===== src/rtl/vc_mul_pkg.sv =====
package vc_mul_pkg;

  localparam int OPND_W = 4;
  localparam int HALF_W = OPND_W / 2;
  localparam int PROD_W = 2 * OPND_W;
  localparam int PART_W = 2 * HALF_W;

  typedef logic [OPND_W-1:0] opnd_t;
  typedef logic [HALF_W-1:0] half_t;
  typedef logic [PART_W-1:0] part_t;
  typedef logic [PROD_W-1:0] prod_t;

  // Reference product of two half-width values, written as plain arithmetic.
  function automatic part_t half_mul_ref(input half_t x, input half_t y);
    return part_t'(x) * part_t'(y);
  endfunction

  // Reference sum of two partial words with carry out.
  function automatic logic [PART_W:0] part_add_ref(input part_t x, input part_t y);
    return {1'b0, x} + {1'b0, y};
  endfunction

  // Reference full product.
  function automatic prod_t full_mul_ref(input opnd_t x, input opnd_t y);
    return prod_t'(x) * prod_t'(y);
  endfunction

endpackage


===== src/rtl/vc_half_add.sv =====
module vc_half_add (
  input  logic x,
  input  logic y,
  output logic s,
  output logic c
);
  assign s = x ^ y;
  assign c = x & y;
endmodule


===== src/rtl/vc_ripple_add.sv =====
module vc_ripple_add #(
  parameter int ADD_W = 4
) (
  input  logic [ADD_W-1:0] x,
  input  logic [ADD_W-1:0] y,
  output logic [ADD_W-1:0] sum,
  output logic             cout
);
  logic [ADD_W:0] carry;
  assign carry[0] = 1'b0;

  for (genvar i = 0; i < ADD_W; i++) begin : g_bit
    assign sum[i]     = x[i] ^ y[i] ^ carry[i];
    assign carry[i+1] = (x[i] & y[i]) | (carry[i] & (x[i] ^ y[i]));
  end

  assign cout = carry[ADD_W];
endmodule


===== src/rtl/vc_mul2x2.sv =====
module vc_mul2x2
  import vc_mul_pkg::*;
(
  input  half_t x,
  input  half_t y,
  output part_t p
);
  logic pp0, pp1, pp2, pp3;
  logic c_lo, s_hi, c_hi;

  // AND-gate partial products
  assign pp0 = x[0] & y[0];
  assign pp1 = x[1] & y[0];
  assign pp2 = x[0] & y[1];
  assign pp3 = x[1] & y[1];

  vc_half_add u_ha_lo (.x(pp1), .y(pp2), .s(p[1]), .c(c_lo));
  vc_half_add u_ha_hi (.x(pp3), .y(c_lo), .s(s_hi), .c(c_hi));

  assign p[0] = pp0;
  assign p[2] = s_hi;
  assign p[3] = c_hi;
endmodule


===== src/rtl/vc_mul4x4.sv =====
module vc_mul4x4
  import vc_mul_pkg::*;
(
  input  logic [3:0] a_op,
  input  logic [3:0] b_op,
  output logic [7:0] prod
);
  // operand halves
  half_t a_hi, a_lo, b_hi, b_lo;
  assign a_hi = a_op[OPND_W-1:HALF_W];
  assign a_lo = a_op[HALF_W-1:0];
  assign b_hi = b_op[OPND_W-1:HALF_W];
  assign b_lo = b_op[HALF_W-1:0];

  // Partial products, named for the checker.
  part_t pp_hh, pp_hl, pp_lh, pp_ll;

  vc_mul2x2 u_m_hh (.x(a_hi), .y(b_hi), .p(pp_hh));
  vc_mul2x2 u_m_hl (.x(a_hi), .y(b_lo), .p(pp_hl));
  vc_mul2x2 u_m_lh (.x(a_lo), .y(b_hi), .p(pp_lh));
  vc_mul2x2 u_m_ll (.x(a_lo), .y(b_lo), .p(pp_ll));

  // cross-product adder
  part_t cross_sum;
  logic  cross_cout;
  vc_ripple_add #(.ADD_W(PART_W)) u_add_cross (
    .x(pp_hl), .y(pp_lh), .sum(cross_sum), .cout(cross_cout)
  );

  // middle adder, outer word = {hh low pair, ll high pair}
  part_t outer_word, mid_sum;
  logic  mid_cout;
  assign outer_word = {pp_hh[HALF_W-1:0], pp_ll[PART_W-1:HALF_W]};
  vc_ripple_add #(.ADD_W(PART_W)) u_add_mid (
    .x(cross_sum), .y(outer_word), .sum(mid_sum), .cout(mid_cout)
  );

  // carry merge and top pair
  logic  cy_s, cy_c;
  half_t top_pair;
  logic  top_cout;
  vc_half_add u_ha_cy (.x(cross_cout), .y(mid_cout), .s(cy_s), .c(cy_c));
  vc_ripple_add #(.ADD_W(HALF_W)) u_add_top (
    .x(pp_hh[PART_W-1:HALF_W]), .y({cy_c, cy_s}), .sum(top_pair), .cout(top_cout)
  );

  // product assembly
  assign prod = {top_pair, mid_sum, pp_ll[HALF_W-1:0]};
endmodule


===== config.mk =====
export PLATFORM = sky130hd
export DESIGN_NAME = vc_mul4x4
export DESIGN_NICKNAME = d
export VERILOG_FILES = /design/src/rtl/vc_mul_pkg.sv /design/src/rtl/vc_half_add.sv /design/src/rtl/vc_ripple_add.sv /design/src/rtl/vc_mul2x2.sv /design/src/rtl/vc_mul4x4.sv
export SDC_FILE = /design/constraint.sdc
export NUM_CORES = 1
export LEC_CHECK = 0
export ABC_AREA = 1
export BUFFER_PORTS_ARGS = -buffer_cell sky130_fd_sc_hd__buf_2
export CORE_MARGIN = 3
export CORE_UTILIZATION = 25
export DETAILED_ROUTE_END_ITERATION = 10
export PLACE_DENSITY_LB_ADDON = 0.25
export REMOVE_ABC_BUFFERS = 1
export SYNTH_ARGS = -nofsm -noshare
export SYNTH_HDL_FRONTEND = slang
export SYNTH_HIERARCHICAL = 1
export SYNTH_SLANG_ARGS = --single-unit

===== constraint.sdc =====
create_clock -name vclk -period 4.6
set_input_delay 0.46 -clock vclk [all_inputs]
set_output_delay 0.46 -clock vclk [all_outputs]
set_load 0.01 [all_outputs]

## Word-level counts from Yosys, hierarchy flattened

Index checks and enable logic that the tools add are counted.

- Register bits after elaboration: 0
- Bits of input ports: 8
- Output and inout bits: 8
- Word-level logic and storage cells: 72

- Bitwise operators: 72

Operators with widths:

| operator | count |
|---|---|
| $and 1x1->1 | 40 |
| $xor 1x1->1 | 26 |
| $or 1x1->1 | 6 |

## Depth between registers and ports, before layout

Gate-level depths: netlist (run 1).

- Word-level depth: 14
- Mapped depth: 19
- Depth with buffers taken out: 18

## Hierarchy

Netlist (run 1), hierarchy kept.

By module, submodules not included:

| module | instances | cells each | area an instance (um^2) | sequential area each (um^2) |
|---|---|---|---|---|
| vc_ripple_add (u_add_cross ...) | 2 | 14 | 110.1 | 0.0 |
| vc_mul2x2 | 4 | 11 | 52.6 | 0.0 |
| vc_half_add | 9 | 1 | 12.5 | 0.0 |
| vc_ripple_add (u_add_top) | 1 | 7 | 51.3 | 0.0 |

## Worst setup path before layout (run 1)

No wires, ideal clock.

- Path type: input -> output
- Start: input b_op[3]
- End: output prod[7]
- Arrival: 3.468 ns
- Data required time: 4.140 ns
- Path slack: 0.672 ns
- Stages: 17
- Path buffers: 1
- Cell sequence: nand2_1 inv_1 ha_1 ha_1 buf_4 fa_1 inv_1 fa_1 inv_1 inv_1 fa_1 inv_1 ha_1 ha_1 inv_1 fa_1 inv_1

- Elaborated cells on any way between the ends: 44
- Classes of those cells: bitwise (44)

RTL lines:

| item | line | text |
|---|---|---|
| start: declaration | vc_mul4x4.sv:5 | `input logic [3:0] b_op,` |
| $and 1x1->1 (*) | vc_mul2x2.sv:14 | `assign pp2 = x[0] & y[1];` |
| via u_m_lh.pp2 | vc_mul2x2.sv:8 | `logic pp0, pp1, pp2, pp3;` |
| $and 1x1->1 (*) | vc_half_add.sv:8 | `assign c = x & y;` |
| via u_m_lh.c_lo | vc_mul2x2.sv:9 | `logic c_lo, s_hi, c_hi;` |
| $xor 1x1->1 (*) | vc_half_add.sv:7 | `assign s = x ^ y;` |
| via u_m_lh.s_hi | vc_mul2x2.sv:9 |  |
| $xor 1x1->1 | vc_ripple_add.sv:14 | `assign carry[i+1] = (x[i] & y[i]) \| (carry[i] & (x[i] ^ y[i]));` |
| $and 1x1->1 | vc_ripple_add.sv:14 |  |
| (+2 left out) | n/a |  |
| via cross_sum[3] | vc_mul4x4.sv:24 | `part_t cross_sum;` |
| $xor 1x1->1 | vc_ripple_add.sv:14 |  |
| $and 1x1->1 | vc_ripple_add.sv:14 |  |
| $or 1x1->1 (*) | vc_ripple_add.sv:14 |  |
| via mid_cout | vc_mul4x4.sv:32 | `logic mid_cout;` |
| $xor 1x1->1 (*) | vc_half_add.sv:7 |  |
| via cy_s | vc_mul4x4.sv:39 | `logic cy_s, cy_c;` |
| $and 1x1->1 (*) | vc_ripple_add.sv:14 |  |
| $xor 1x1->1 (*) | vc_ripple_add.sv:13 | `assign sum[i] = x[i] ^ y[i] ^ carry[i];` |
| end: declaration | vc_mul4x4.sv:6 | `output logic [7:0] prod` |

The timed path passes the listed nets; every way through them passes the cells marked *.

## Final worst setup path (run 1)

- Start: input a_op[1]
- End: output prod[7]

- Cells in the longest elaborated chain, start to end: 14
- Elaborated cells on any way between the ends: 44
- Classes of those cells: bitwise (44)

Ends and longest elaborated chain:

| item | line | text |
|---|---|---|
| start: declaration | vc_mul4x4.sv:4 | `input logic [3:0] a_op,` |
| $and 1x1->1 (*) | vc_mul2x2.sv:13 | `assign pp1 = x[1] & y[0];` |
| via u_m_lh.pp1 | vc_mul2x2.sv:8 |  |
| $xor 1x1->1 (*) | vc_half_add.sv:7 |  |
| via pp_lh[1] | vc_mul4x4.sv:16 | `part_t pp_hh, pp_hl, pp_lh, pp_ll;` |
| $xor 1x1->1 | vc_ripple_add.sv:14 |  |
| $and 1x1->1 | vc_ripple_add.sv:14 |  |
| $or 1x1->1 (*) | vc_ripple_add.sv:14 |  |
| $and 1x1->1 (*) | vc_ripple_add.sv:14 |  |
| (+2 left out) | n/a |  |
| via cross_sum[3] | vc_mul4x4.sv:24 |  |
| $xor 1x1->1 | vc_ripple_add.sv:14 |  |
| $and 1x1->1 | vc_ripple_add.sv:14 |  |
| $or 1x1->1 (*) | vc_ripple_add.sv:14 |  |
| via mid_cout | vc_mul4x4.sv:32 |  |
| $xor 1x1->1 (*) | vc_half_add.sv:7 |  |
| via cy_s | vc_mul4x4.sv:39 |  |
| $and 1x1->1 (*) | vc_ripple_add.sv:14 |  |
| $xor 1x1->1 (*) | vc_ripple_add.sv:13 |  |

Marked as above.

==> impl_table.tex, run 1 <==
\begin{tabular}{lr}
\hline
Metric & Value \\
\hline
\multicolumn{2}{l}{\textbf{Outcome}} \\
\quad Outcome & completed \\
\multicolumn{2}{l}{\textbf{Timing}} \\
\quad Pin slew with the least headroom to its limit & 101 ps \\
\quad Relative max-transition margin & 0.932 \\
\quad Final period util & 0.905 \\
\quad Final critical-path required period & 4160 ps \\
\quad Unrepaired setup endpoints after global routing & no \\
\quad Worst hold slack & 1230 ps \\
\quad Final Hold Viols & 0 \\
\quad Fin. max-slew vios & 0 \\
\quad Final worst slack & 439 ps \\
\quad Fmax & 0.240 GHz \\
\quad Setup violation total in the final timing report & 0 \\
\quad Total negative slack & 0 ps \\
\multicolumn{2}{l}{\textbf{Power and ir drop}} \\
\quad Internal power contribution & 26.7 uW \\
\quad Net switching share of the total power & 0.575 \\
\quad Power density over the cells & 102 mW/mm2 \\
\quad Relative contribution of combinational cells to total power & 1.000 \\
\quad Leakage power summed over all cells & 0.000483 uW \\
\quad Psw & 36.1 uW \\
\quad Share of power burned in registers & 0 \\
\quad Maximum vdd ir drop & 49.7 uV \\
\quad Clock network fraction of total power & 0 \\
\multicolumn{2}{l}{\textbf{Final layout}} \\
\quad Most common library cell in the layout ignoring fill and taps & sky130\_fd\_sc\_hd\_\_inv\_1 \\
\quad Post-route standard cell area excluding fillers & 614 um2 \\
\quad Area growth, synth to finish & 4.03\% \\
\quad Fill cell instance count of the final layout & 244 \\
\quad Proportion of layout cells with a drive suffix above 1 & 0.176 \\
\quad Most frequent cells in the layout & sky130\_fd\_sc\_hd\_\_inv\_1 (40), sky130\_fd\_sc\_hd\_\_buf\_2 (16), sky130\_fd\_sc\_hd\_\_nand2\_1 (16) \\
\quad Number of nets in the layout & 120 \\
\quad Number of sequential cells in the layout & 0 \\
\quad Area occupied by registers & 0 um2 \\
\quad Layout clock buffers & 0 \\
\quad Ant diodes & 0 \\
\multicolumn{2}{l}{\textbf{Job}} \\
\quad Max-cap violation count & 0 \\
\multicolumn{2}{l}{\textbf{Global route}} \\
\quad Initial antenna violation count & 0 \\
\quad Vias in the first global route & 399 \\
\quad Congestion Overflow GR & 0 \\
\quad Pin count of the biggest net entering global routing & 5 \\
\quad First-pass GRT wire length & 1.50 mm \\
\quad GR Util All Layers & 0.0642 \\
\multicolumn{2}{l}{\textbf{Drt}} \\
\quad Final routed wirelength across all metal layers & 805 um \\
\quad Drt initial violations & 4 \\
\quad ANT nets after route & 0 \\
\quad Number of detailed-routing iterations run before antenna repair & 4 \\
\quad Number of remaining DRC errors & 0 \\
\quad Avg Vias per Cell & 3.69 \\
\quad Overall via count from detail\_route & 435 \\
\quad Routed wire per std cell & 6.82 um \\
\multicolumn{2}{l}{\textbf{Worst setup path}} \\
\quad CP arrival & 3700 ps \\
\quad Top fanout value on the critical path & 4 \\
\quad Critical-path top delay cell & sky130\_fd\_sc\_hd\_\_fa\_1 \\
\quad Critical Path, Cell by Cell & buf\_2, nand2\_1, inv\_1, ha\_1, inv\_1, fa\_1, inv\_1, fa\_1, inv\_1, fa\_1, inv\_1, inv\_1, fa\_1, inv\_1, ha\_1, ha\_1, inv\_1, fa\_1, inv\_1, buf\_2 \\
\quad Delay contributed by the slowest stage of the critical path & 420 ps \\
\quad Required time reported for the critical path endpoint & 4140 ps \\
\quad Type of the setup path with the least slack & primary input to output pin \\
\quad Category of the worst setup path capture point & output pin \\
\quad Crit path launch type & primary input \\
\quad Cell repeated most along the worst path & sky130\_fd\_sc\_hd\_\_inv\_1 \\
\multicolumn{2}{l}{\textbf{Die}} \\
\quad Die boundary height & 54.6 um \\
\quad Number of placed I/O pins & 16 \\
\quad Die area & 0.00298 mm2 \\
\quad Effective utilization at floorplan & 0.281 \\
\quad Std-Cell Core Area & 0.00210 mm2 \\
\quad Width of the die & 54.6 um \\
\quad Placement Rows & 16 \\
\multicolumn{2}{l}{\textbf{Logic synthesis}} \\
\quad Gate count of the mapped netlist & 87 \\
\quad Synthesis warning total & 6 \\
\quad Cell Area, Synth & 591 um2 \\
\quad Average size of a mapped cell & 6.79 um2 \\
\multicolumn{2}{l}{\textbf{Min path}} \\
\quad Hold Path Sink & prod[0] \\
\quad Hold-critical path depth & 4 \\
\quad Origin of the worst min-delay path & b\_op[0] \\
\quad Min-delay worst type & primary input to output pin \\
\multicolumn{2}{l}{\textbf{Clock tree}} \\
\quad Hold buffer count at CTS & 0 \\
\quad Resized Gates After CTS & 0 \\
\quad Number of buffers inserted to repair setup after CTS & 0 \\
\multicolumn{2}{l}{\textbf{Place}} \\
\quad Quantity of I/O buffers inserted on ports & 16 \\
\quad Post-DP Area & 614 um2 \\
\quad Detailed Place HPWL & 807 um \\
\quad Global placer's final weighted congestion & 0.730 \\
\quad Setup slack after placement & 396 ps \\
\hline
\end{tabular}
per-stage QoR:
step                      total power [uW]  std cells  utilization
after floorplan                       41.8         75            -
after global placement                65.6        118        0.292
after detailed placement              64.7        118        0.292
after CTS                             65.5        118        0.292
after global routing                  75.7        118        0.292
final                                 62.7        118        0.292
layer usage:
| metal | GRT usage | vias up | part of all wire |
|---|---|---|---|
| met5 | 0 | - | 0 |
| met3 | 0.00272 | 0 | 0.082 |
| met2 | 0.120 | 11 | 0.45 |
| li1 | - | 228 | - |
| met1 | 0.0850 | 196 | 0.46 |
| met4 | 0 | 0 | 0 |
area by class of cell:
cell class | count | area [um2] | share of cell area
Inverter | 40 | 150 | 0.244
Multi-Input combinational cell | 35 | 350 | 0.570
Tap cell | 27 | 33.8 | 0.0550
Timing Repair Buffer | 16 | 80.1 | 0.130
worst max-delay path, delay by kind of cell:
kind,cells,cell delay (ps)
fa+ha+maj,8,2430
buf+inv,11,760
simple gates,1,60
how the worst max path moves through the flow:
stage	startpoint	to	depth (start not counted)
floorplan	b_op[3]	prod[7]	18
global placement	a_op[1]	prod[7]	20
detailed placement	a_op[1]	prod[7]	20
CTS	a_op[1]	prod[7]	20
global route	a_op[1]	prod[7]	20
finish	a_op[1]	prod[7]	20
power by group through the flow:
stage	Combinational, uW	Clock [uW]	Sequential [uW]
final	62.7	0	0
after global routing	75.7	0	0
after CTS	65.5	0	0
after detailed placement	64.7	0	0
after floorplan	41.8	0	0
after global placement	65.6	0	0
Note: power is estimated with default switching activity, not from simulation.
==> run 2: changes to the inputs <==
clock period = 4.3 ns   (was 4.6 ns; I/O delays follow)
==> run 2 against run 1 <==
Routed wire length is 7.1% higher. Hold slack worse by 60 ps. Core utilization is 0.95 points higher. Combinational power is 14% higher. Sequential share of layout area stayed put. Flip-flop and latch count stayed put. First-iteration DRC count is 50% lower. Setup slack worse by 240 ps. Power is 14% higher. Global-route usage is 0.056 points lower.
==> impl_table.tex, run 2 (same netlist as run 1, synthesis figures left out) <==
\begin{tabular}{lr}
\hline
Metric & Value \\
\hline
\multicolumn{2}{l}{\textbf{Timing}} \\
\quad Pin slew with the least headroom to its limit & 98.5 ps \\
\quad Final worst slack & 197 ps \\
\quad Setup violation total in the final timing report & 0 \\
\quad Relative max-transition margin & 0.934 \\
\quad Total negative slack & 0 ps \\
\quad Fin. max-slew vios & 0 \\
\quad Final critical-path required period & 4100 ps \\
\quad Fmax & 0.244 GHz \\
\quad Final Hold Viols & 0 \\
\quad Final period util & 0.954 \\
\quad Unrepaired setup endpoints after global routing & no \\
\multicolumn{2}{l}{\textbf{Final layout}} \\
\quad Area occupied by registers & 0 um2 \\
\quad Post-route standard cell area excluding fillers & 634 um2 \\
\quad Layout clock buffers & 0 \\
\quad Fill cell instance count of the final layout & 258 \\
\quad Ant diodes & 0 \\
\quad Proportion of layout cells with a drive suffix above 1 & 0.253 \\
\quad Number of nets in the layout & 120 \\
\quad Number of sequential cells in the layout & 0 \\
\quad Most common library cell in the layout ignoring fill and taps & sky130\_fd\_sc\_hd\_\_inv\_1 \\
\quad Most frequent cells in the layout & sky130\_fd\_sc\_hd\_\_inv\_1 (37), sky130\_fd\_sc\_hd\_\_buf\_2 (16), sky130\_fd\_sc\_hd\_\_nand2\_1 (16) \\
\quad Area growth, synth to finish & 7.42\% \\
\quad Share of the core filled with cells in the final layout & 0.302 \\
\multicolumn{2}{l}{\textbf{Outcome}} \\
\quad Outcome & completed \\
\multicolumn{2}{l}{\textbf{Place}} \\
\quad Detailed Place HPWL & 834 um \\
\quad Setup slack after placement & 159 ps \\
\quad Post-DP Area & 614 um2 \\
\quad Global placer's final weighted congestion & 0.735 \\
\quad Quantity of I/O buffers inserted on ports & 16 \\
\multicolumn{2}{l}{\textbf{Power and ir drop}} \\
\quad Power density over the cells & 112 mW/mm2 \\
\quad Relative contribution of combinational cells to total power & 1.000 \\
\quad Clock network fraction of total power & 0 \\
\quad Internal power contribution & 30.4 uW \\
\quad Maximum vdd ir drop & 50.3 uV \\
\quad Psw & 41.0 uW \\
\quad Total design power & 71.3 uW \\
\quad Leakage power summed over all cells & 0.000475 uW \\
\quad Share of power burned in registers & 0 \\
\quad Net switching share of the total power & 0.574 \\
\multicolumn{2}{l}{\textbf{Drt}} \\
\quad Drt initial violations & 2 \\
\quad Overall via count from detail\_route & 438 \\
\quad ANT nets after route & 0 \\
\quad Avg Vias per Cell & 3.71 \\
\quad Number of remaining DRC errors & 0 \\
\quad Routed wire per std cell & 7.31 um \\
\quad Final routed wirelength across all metal layers & 862 um \\
\quad Number of detailed-routing iterations run before antenna repair & 3 \\
\multicolumn{2}{l}{\textbf{Die}} \\
\quad Number of placed I/O pins & 16 \\
\quad Placement Rows & 16 \\
\quad Std-Cell Core Area & 0.00210 mm2 \\
\quad Die boundary height & 54.6 um \\
\quad Effective utilization at floorplan & 0.281 \\
\quad Die area & 0.00298 mm2 \\
\quad Width of the die & 54.6 um \\
\multicolumn{2}{l}{\textbf{Worst setup path}} \\
\quad Top fanout value on the critical path & 4 \\
\quad Required time reported for the critical path endpoint & 3870 ps \\
\quad Critical Path, Cell by Cell & buf\_2, nand2\_1, inv\_1, ha\_4, inv\_1, fa\_2, inv\_2, inv\_1, fa\_2, inv\_2, fa\_2, inv\_1, fa\_1, inv\_1, ha\_1, ha\_1, inv\_1, fa\_1, inv\_1, buf\_2 \\
\quad Worst setup path endpoint & prod[7] \\
\quad CP arrival & 3670 ps \\
\quad Count of buffer and inverter cells on the critical path & 11 \\
\quad Critical-path top delay cell & sky130\_fd\_sc\_hd\_\_fa\_2 \\
\quad Crit path launch type & primary input \\
\quad Category of the worst setup path capture point & output pin \\
\quad Delay contributed by the slowest stage of the critical path & 460 ps \\
\quad Crit. path cell count & 20 \\
\quad Launch point of the worst path & a\_op[1] \\
\quad Type of the setup path with the least slack & primary input to output pin \\
\quad Cell repeated most along the worst path & sky130\_fd\_sc\_hd\_\_inv\_1 \\
\quad Category of cells accounting for the largest share of critical-path delay & adder cells \\
\multicolumn{2}{l}{\textbf{Clock tree}} \\
\quad Number of buffers inserted to repair setup after CTS & 0 \\
\quad Resized Gates After CTS & 0 \\
\quad Hold buffer count at CTS & 0 \\
\multicolumn{2}{l}{\textbf{Min path}} \\
\quad Min-delay worst type & primary input to output pin \\
\multicolumn{2}{l}{\textbf{Global route}} \\
\quad First-pass GRT wire length & 1.47 mm \\
\quad Initial antenna violation count & 0 \\
\quad Pin count of the biggest net entering global routing & 5 \\
\quad Vias in the first global route & 393 \\
\quad GR Util All Layers & 0.0636 \\
\quad Congestion Overflow GR & 0 \\
\multicolumn{2}{l}{\textbf{Job}} \\
\quad Max-cap violation count & 0 \\
\hline
\end{tabular}
==> run 2: cell counts in the layout (fill, tap and decap cells not counted) <==
Identical to the previous run, type by type.
==> run 2: final cells by class <==
type / count / area (um2) / share of cell area
inverter: 40 / 150 / 0.237
multi-input combinational: 35 / 370 / 0.584
tap: 27 / 33.8 / 0.0533
timing repair buffer: 16 / 80.1 / 0.126
==> run 2: stage by stage <==
step	cells	hold WS, ps
floorplan	75	949
global placement	118	1180
detailed placement	118	1180
CTS	118	1180
global route	118	1230
finish	118	1170
==> run 2: worst min path at each step <==
stage	start	end	depth (start not counted)
detailed placement	b_op[0]	prod[0]	4
finish	b_op[0]	prod[0]	4
global placement	b_op[0]	prod[0]	4
floorplan	b_op[0]	prod[0]	2
CTS	b_op[0]	prod[0]	4
global route	b_op[0]	prod[0]	4
==> run 2: per-layer routing <==
metal / GRT usage / vias to the layer above / part of all wire
met5: 0 / - / 0
met2: 0.126 / 9 / 0.49
met1: 0.0784 / 201 / 0.47
li1: - / 228 / -
met4: 0 / 0 / 0
met3: 0.00272 / 0 / 0.042
==> run 2: worst min-delay path, delay by kind of cell <==
kind	cells	cell delay [ps]
AND/OR/NAND/NOR	1	50
buffers and inverters	3	260
==> run 2: power groups by stage <==
stage | Sequential [uW] | Clock [uW] | Combinational [uW]
floorplan | 0 | 0 | 44.7
global placement | 0 | 0 | 69.3
detailed placement | 0 | 0 | 69.1
CTS | 0 | 0 | 70.2
global route | 0 | 0 | 85.3
finish | 0 | 0 | 71.3
==> run 3: changes to the inputs <==
CELL_PAD_IN_SITES_DETAIL_PLACEMENT = 0   (was default)
CELL_PAD_IN_SITES_GLOBAL_PLACEMENT = 1   (was default)
==> run 3 against run 2 <==
Flip-flop and latch count stayed put. Clock-buffer cell count stayed put. Die area stayed put. Final cell count stayed put. Final area is 1.2% lower. First-iteration DRC count is 100% higher. Maximum frequency is 1.2% higher.
==> impl_table.tex, run 3 (same netlist as run 1, synthesis figures left out) <==
\begin{tabular}{lr}
\hline
Metric & Value \\
\hline
\multicolumn{2}{l}{\textbf{Drt}} \\
\quad Avg Vias per Cell & 3.44 \\
\quad Routed wire per std cell & 7.14 um \\
\quad Drt initial violations & 4 \\
\quad Number of detailed-routing iterations run before antenna repair & 2 \\
\quad Number of remaining DRC errors & 0 \\
\quad ANT nets after route & 0 \\
\quad Final routed wirelength across all metal layers & 842 um \\
\quad Overall via count from detail\_route & 406 \\
\multicolumn{2}{l}{\textbf{Timing}} \\
\quad Relative max-transition margin & 0.942 \\
\quad Fmax & 0.247 GHz \\
\quad Setup violation total in the final timing report & 0 \\
\quad Final critical-path required period & 4060 ps \\
\quad Final period util & 0.943 \\
\quad Pin slew with the least headroom to its limit & 87.3 ps \\
\quad Fin. max-slew vios & 0 \\
\quad Unrepaired setup endpoints after global routing & no \\
\quad Final Hold Viols & 0 \\
\quad Total negative slack & 0 ps \\
\multicolumn{2}{l}{\textbf{Min path}} \\
\quad Hold-critical path depth & 4 \\
\quad Min-delay worst type & primary input to output pin \\
\multicolumn{2}{l}{\textbf{Die}} \\
\quad Number of placed I/O pins & 16 \\
\quad Placement Rows & 16 \\
\quad Width of the die & 54.6 um \\
\quad Die boundary height & 54.6 um \\
\quad Effective utilization at floorplan & 0.281 \\
\quad Std-Cell Core Area & 0.00210 mm2 \\
\quad Die area & 0.00298 mm2 \\
\multicolumn{2}{l}{\textbf{Place}} \\
\quad Quantity of I/O buffers inserted on ports & 16 \\
\quad Placed cell count & 118 \\
\quad Global placer's final weighted congestion & 0.685 \\
\quad Detailed Place HPWL & 829 um \\
\multicolumn{2}{l}{\textbf{Final layout}} \\
\quad Area occupied by registers & 0 um2 \\
\quad Ant diodes & 0 \\
\quad Footprint of the multi-input gates & 363 um2 \\
\quad Most frequent cells in the layout & sky130\_fd\_sc\_hd\_\_inv\_1 (39), sky130\_fd\_sc\_hd\_\_buf\_2 (16), sky130\_fd\_sc\_hd\_\_nand2\_1 (16) \\
\quad Most common library cell in the layout ignoring fill and taps & sky130\_fd\_sc\_hd\_\_inv\_1 \\
\quad Proportion of layout cells with a drive suffix above 1 & 0.242 \\
\quad Final cell count without fillers & 118 \\
\quad Fill cell instance count of the final layout & 251 \\
\quad Number of nets in the layout & 120 \\
\quad Layout clock buffers & 0 \\
\quad Area growth, synth to finish & 6.14\% \\
\quad Number of sequential cells in the layout & 0 \\
\multicolumn{2}{l}{\textbf{Power and ir drop}} \\
\quad Maximum vdd ir drop & 32.8 uV \\
\quad Leakage power summed over all cells & 0.000477 uW \\
\quad Power density over the cells & 110 mW/mm2 \\
\multicolumn{2}{l}{\textbf{Worst setup path}} \\
\quad Crit path launch type & primary input \\
\quad Type of the setup path with the least slack & primary input to output pin \\
\quad CP arrival & 3630 ps \\
\quad Required time reported for the critical path endpoint & 3870 ps \\
\quad Category of the worst setup path capture point & output pin \\
\quad Top fanout value on the critical path & 4 \\
\multicolumn{2}{l}{\textbf{Outcome}} \\
\quad Outcome & completed \\
\multicolumn{2}{l}{\textbf{Global route}} \\
\quad Initial antenna violation count & 0 \\
\quad Vias in the first global route & 416 \\
\quad First-pass GRT wire length & 1.58 mm \\
\quad Congestion Overflow GR & 0 \\
\quad Pin count of the biggest net entering global routing & 5 \\
\quad GR Util All Layers & 0.0675 \\
\multicolumn{2}{l}{\textbf{Job}} \\
\quad Max-cap violation count & 0 \\
\hline
\end{tabular}
## run 3: cell counts in the layout (fill, tap and decap cells not counted)
Identical to the previous run, type by type.
## run 3: per-stage QoR
step                      setup slack, ps  hold WS, ps  total power, uW  utilization  area, um2
after floorplan                       507          949             44.7            -        500
after global placement                175         1180             68.3        0.292        614
after detailed placement              169         1170             69.4        0.292        614
after CTS                             158         1180             69.6        0.292        614
after global routing                 6.16         1220             84.5        0.298        627
final                                 244         1180             69.0        0.298        627
## run 3: what timing repair did
action,4_1_cts,5_1_grt
buffers inserted,0,0
endpoints found under the setup margin,0,1
hold buffers,0,0
endpoints found under the hold margin,0,0
resized for setup,0,6
## run 3: worst paths after layout
kind,start,end,slack (ps)
worst max-delay path,b_op[3],prod[7],240
worst min-delay path,b_op[0],prod[0],1180
## run 3: power by group
group          internal, uW  total [uW]  switching (uW)
combinational          29.5        69.0            39.5
sequential                0           0               0
clock                     0           0               0
## run 3: final cells by class
cell class	count	share of cell area
multi-input cells	35	0.579
inverters	40	0.240
repair buffers	16	0.128
well taps	27	0.0539
## run 3: worst max-delay path, cell delays in order
cell,delay [ps]
sky130_fd_sc_hd__buf_2,120
sky130_fd_sc_hd__nand2_1,60
sky130_fd_sc_hd__inv_1,40
sky130_fd_sc_hd__ha_1,270
sky130_fd_sc_hd__inv_1,60
sky130_fd_sc_hd__fa_2,370
sky130_fd_sc_hd__inv_1,80
sky130_fd_sc_hd__fa_2,180
sky130_fd_sc_hd__inv_1,50
sky130_fd_sc_hd__fa_1,420
sky130_fd_sc_hd__inv_1,60
sky130_fd_sc_hd__inv_1,40
sky130_fd_sc_hd__fa_1,370
sky130_fd_sc_hd__inv_1,70
sky130_fd_sc_hd__ha_1,230
sky130_fd_sc_hd__ha_2,180
sky130_fd_sc_hd__inv_2,50
sky130_fd_sc_hd__fa_1,400
sky130_fd_sc_hd__inv_1,50
sky130_fd_sc_hd__buf_2,120
## run 3: routing by layer
layer | up-vias | GRT usage | share of wire
met2 | 11 | 0.114 | 0.42
met3 | 0 | 0 | 0.046
met1 | 167 | 0.101 | 0.53
met5 | - | 0 | 0
met4 | 0 | 0 | 0
li1 | 228 | - | -
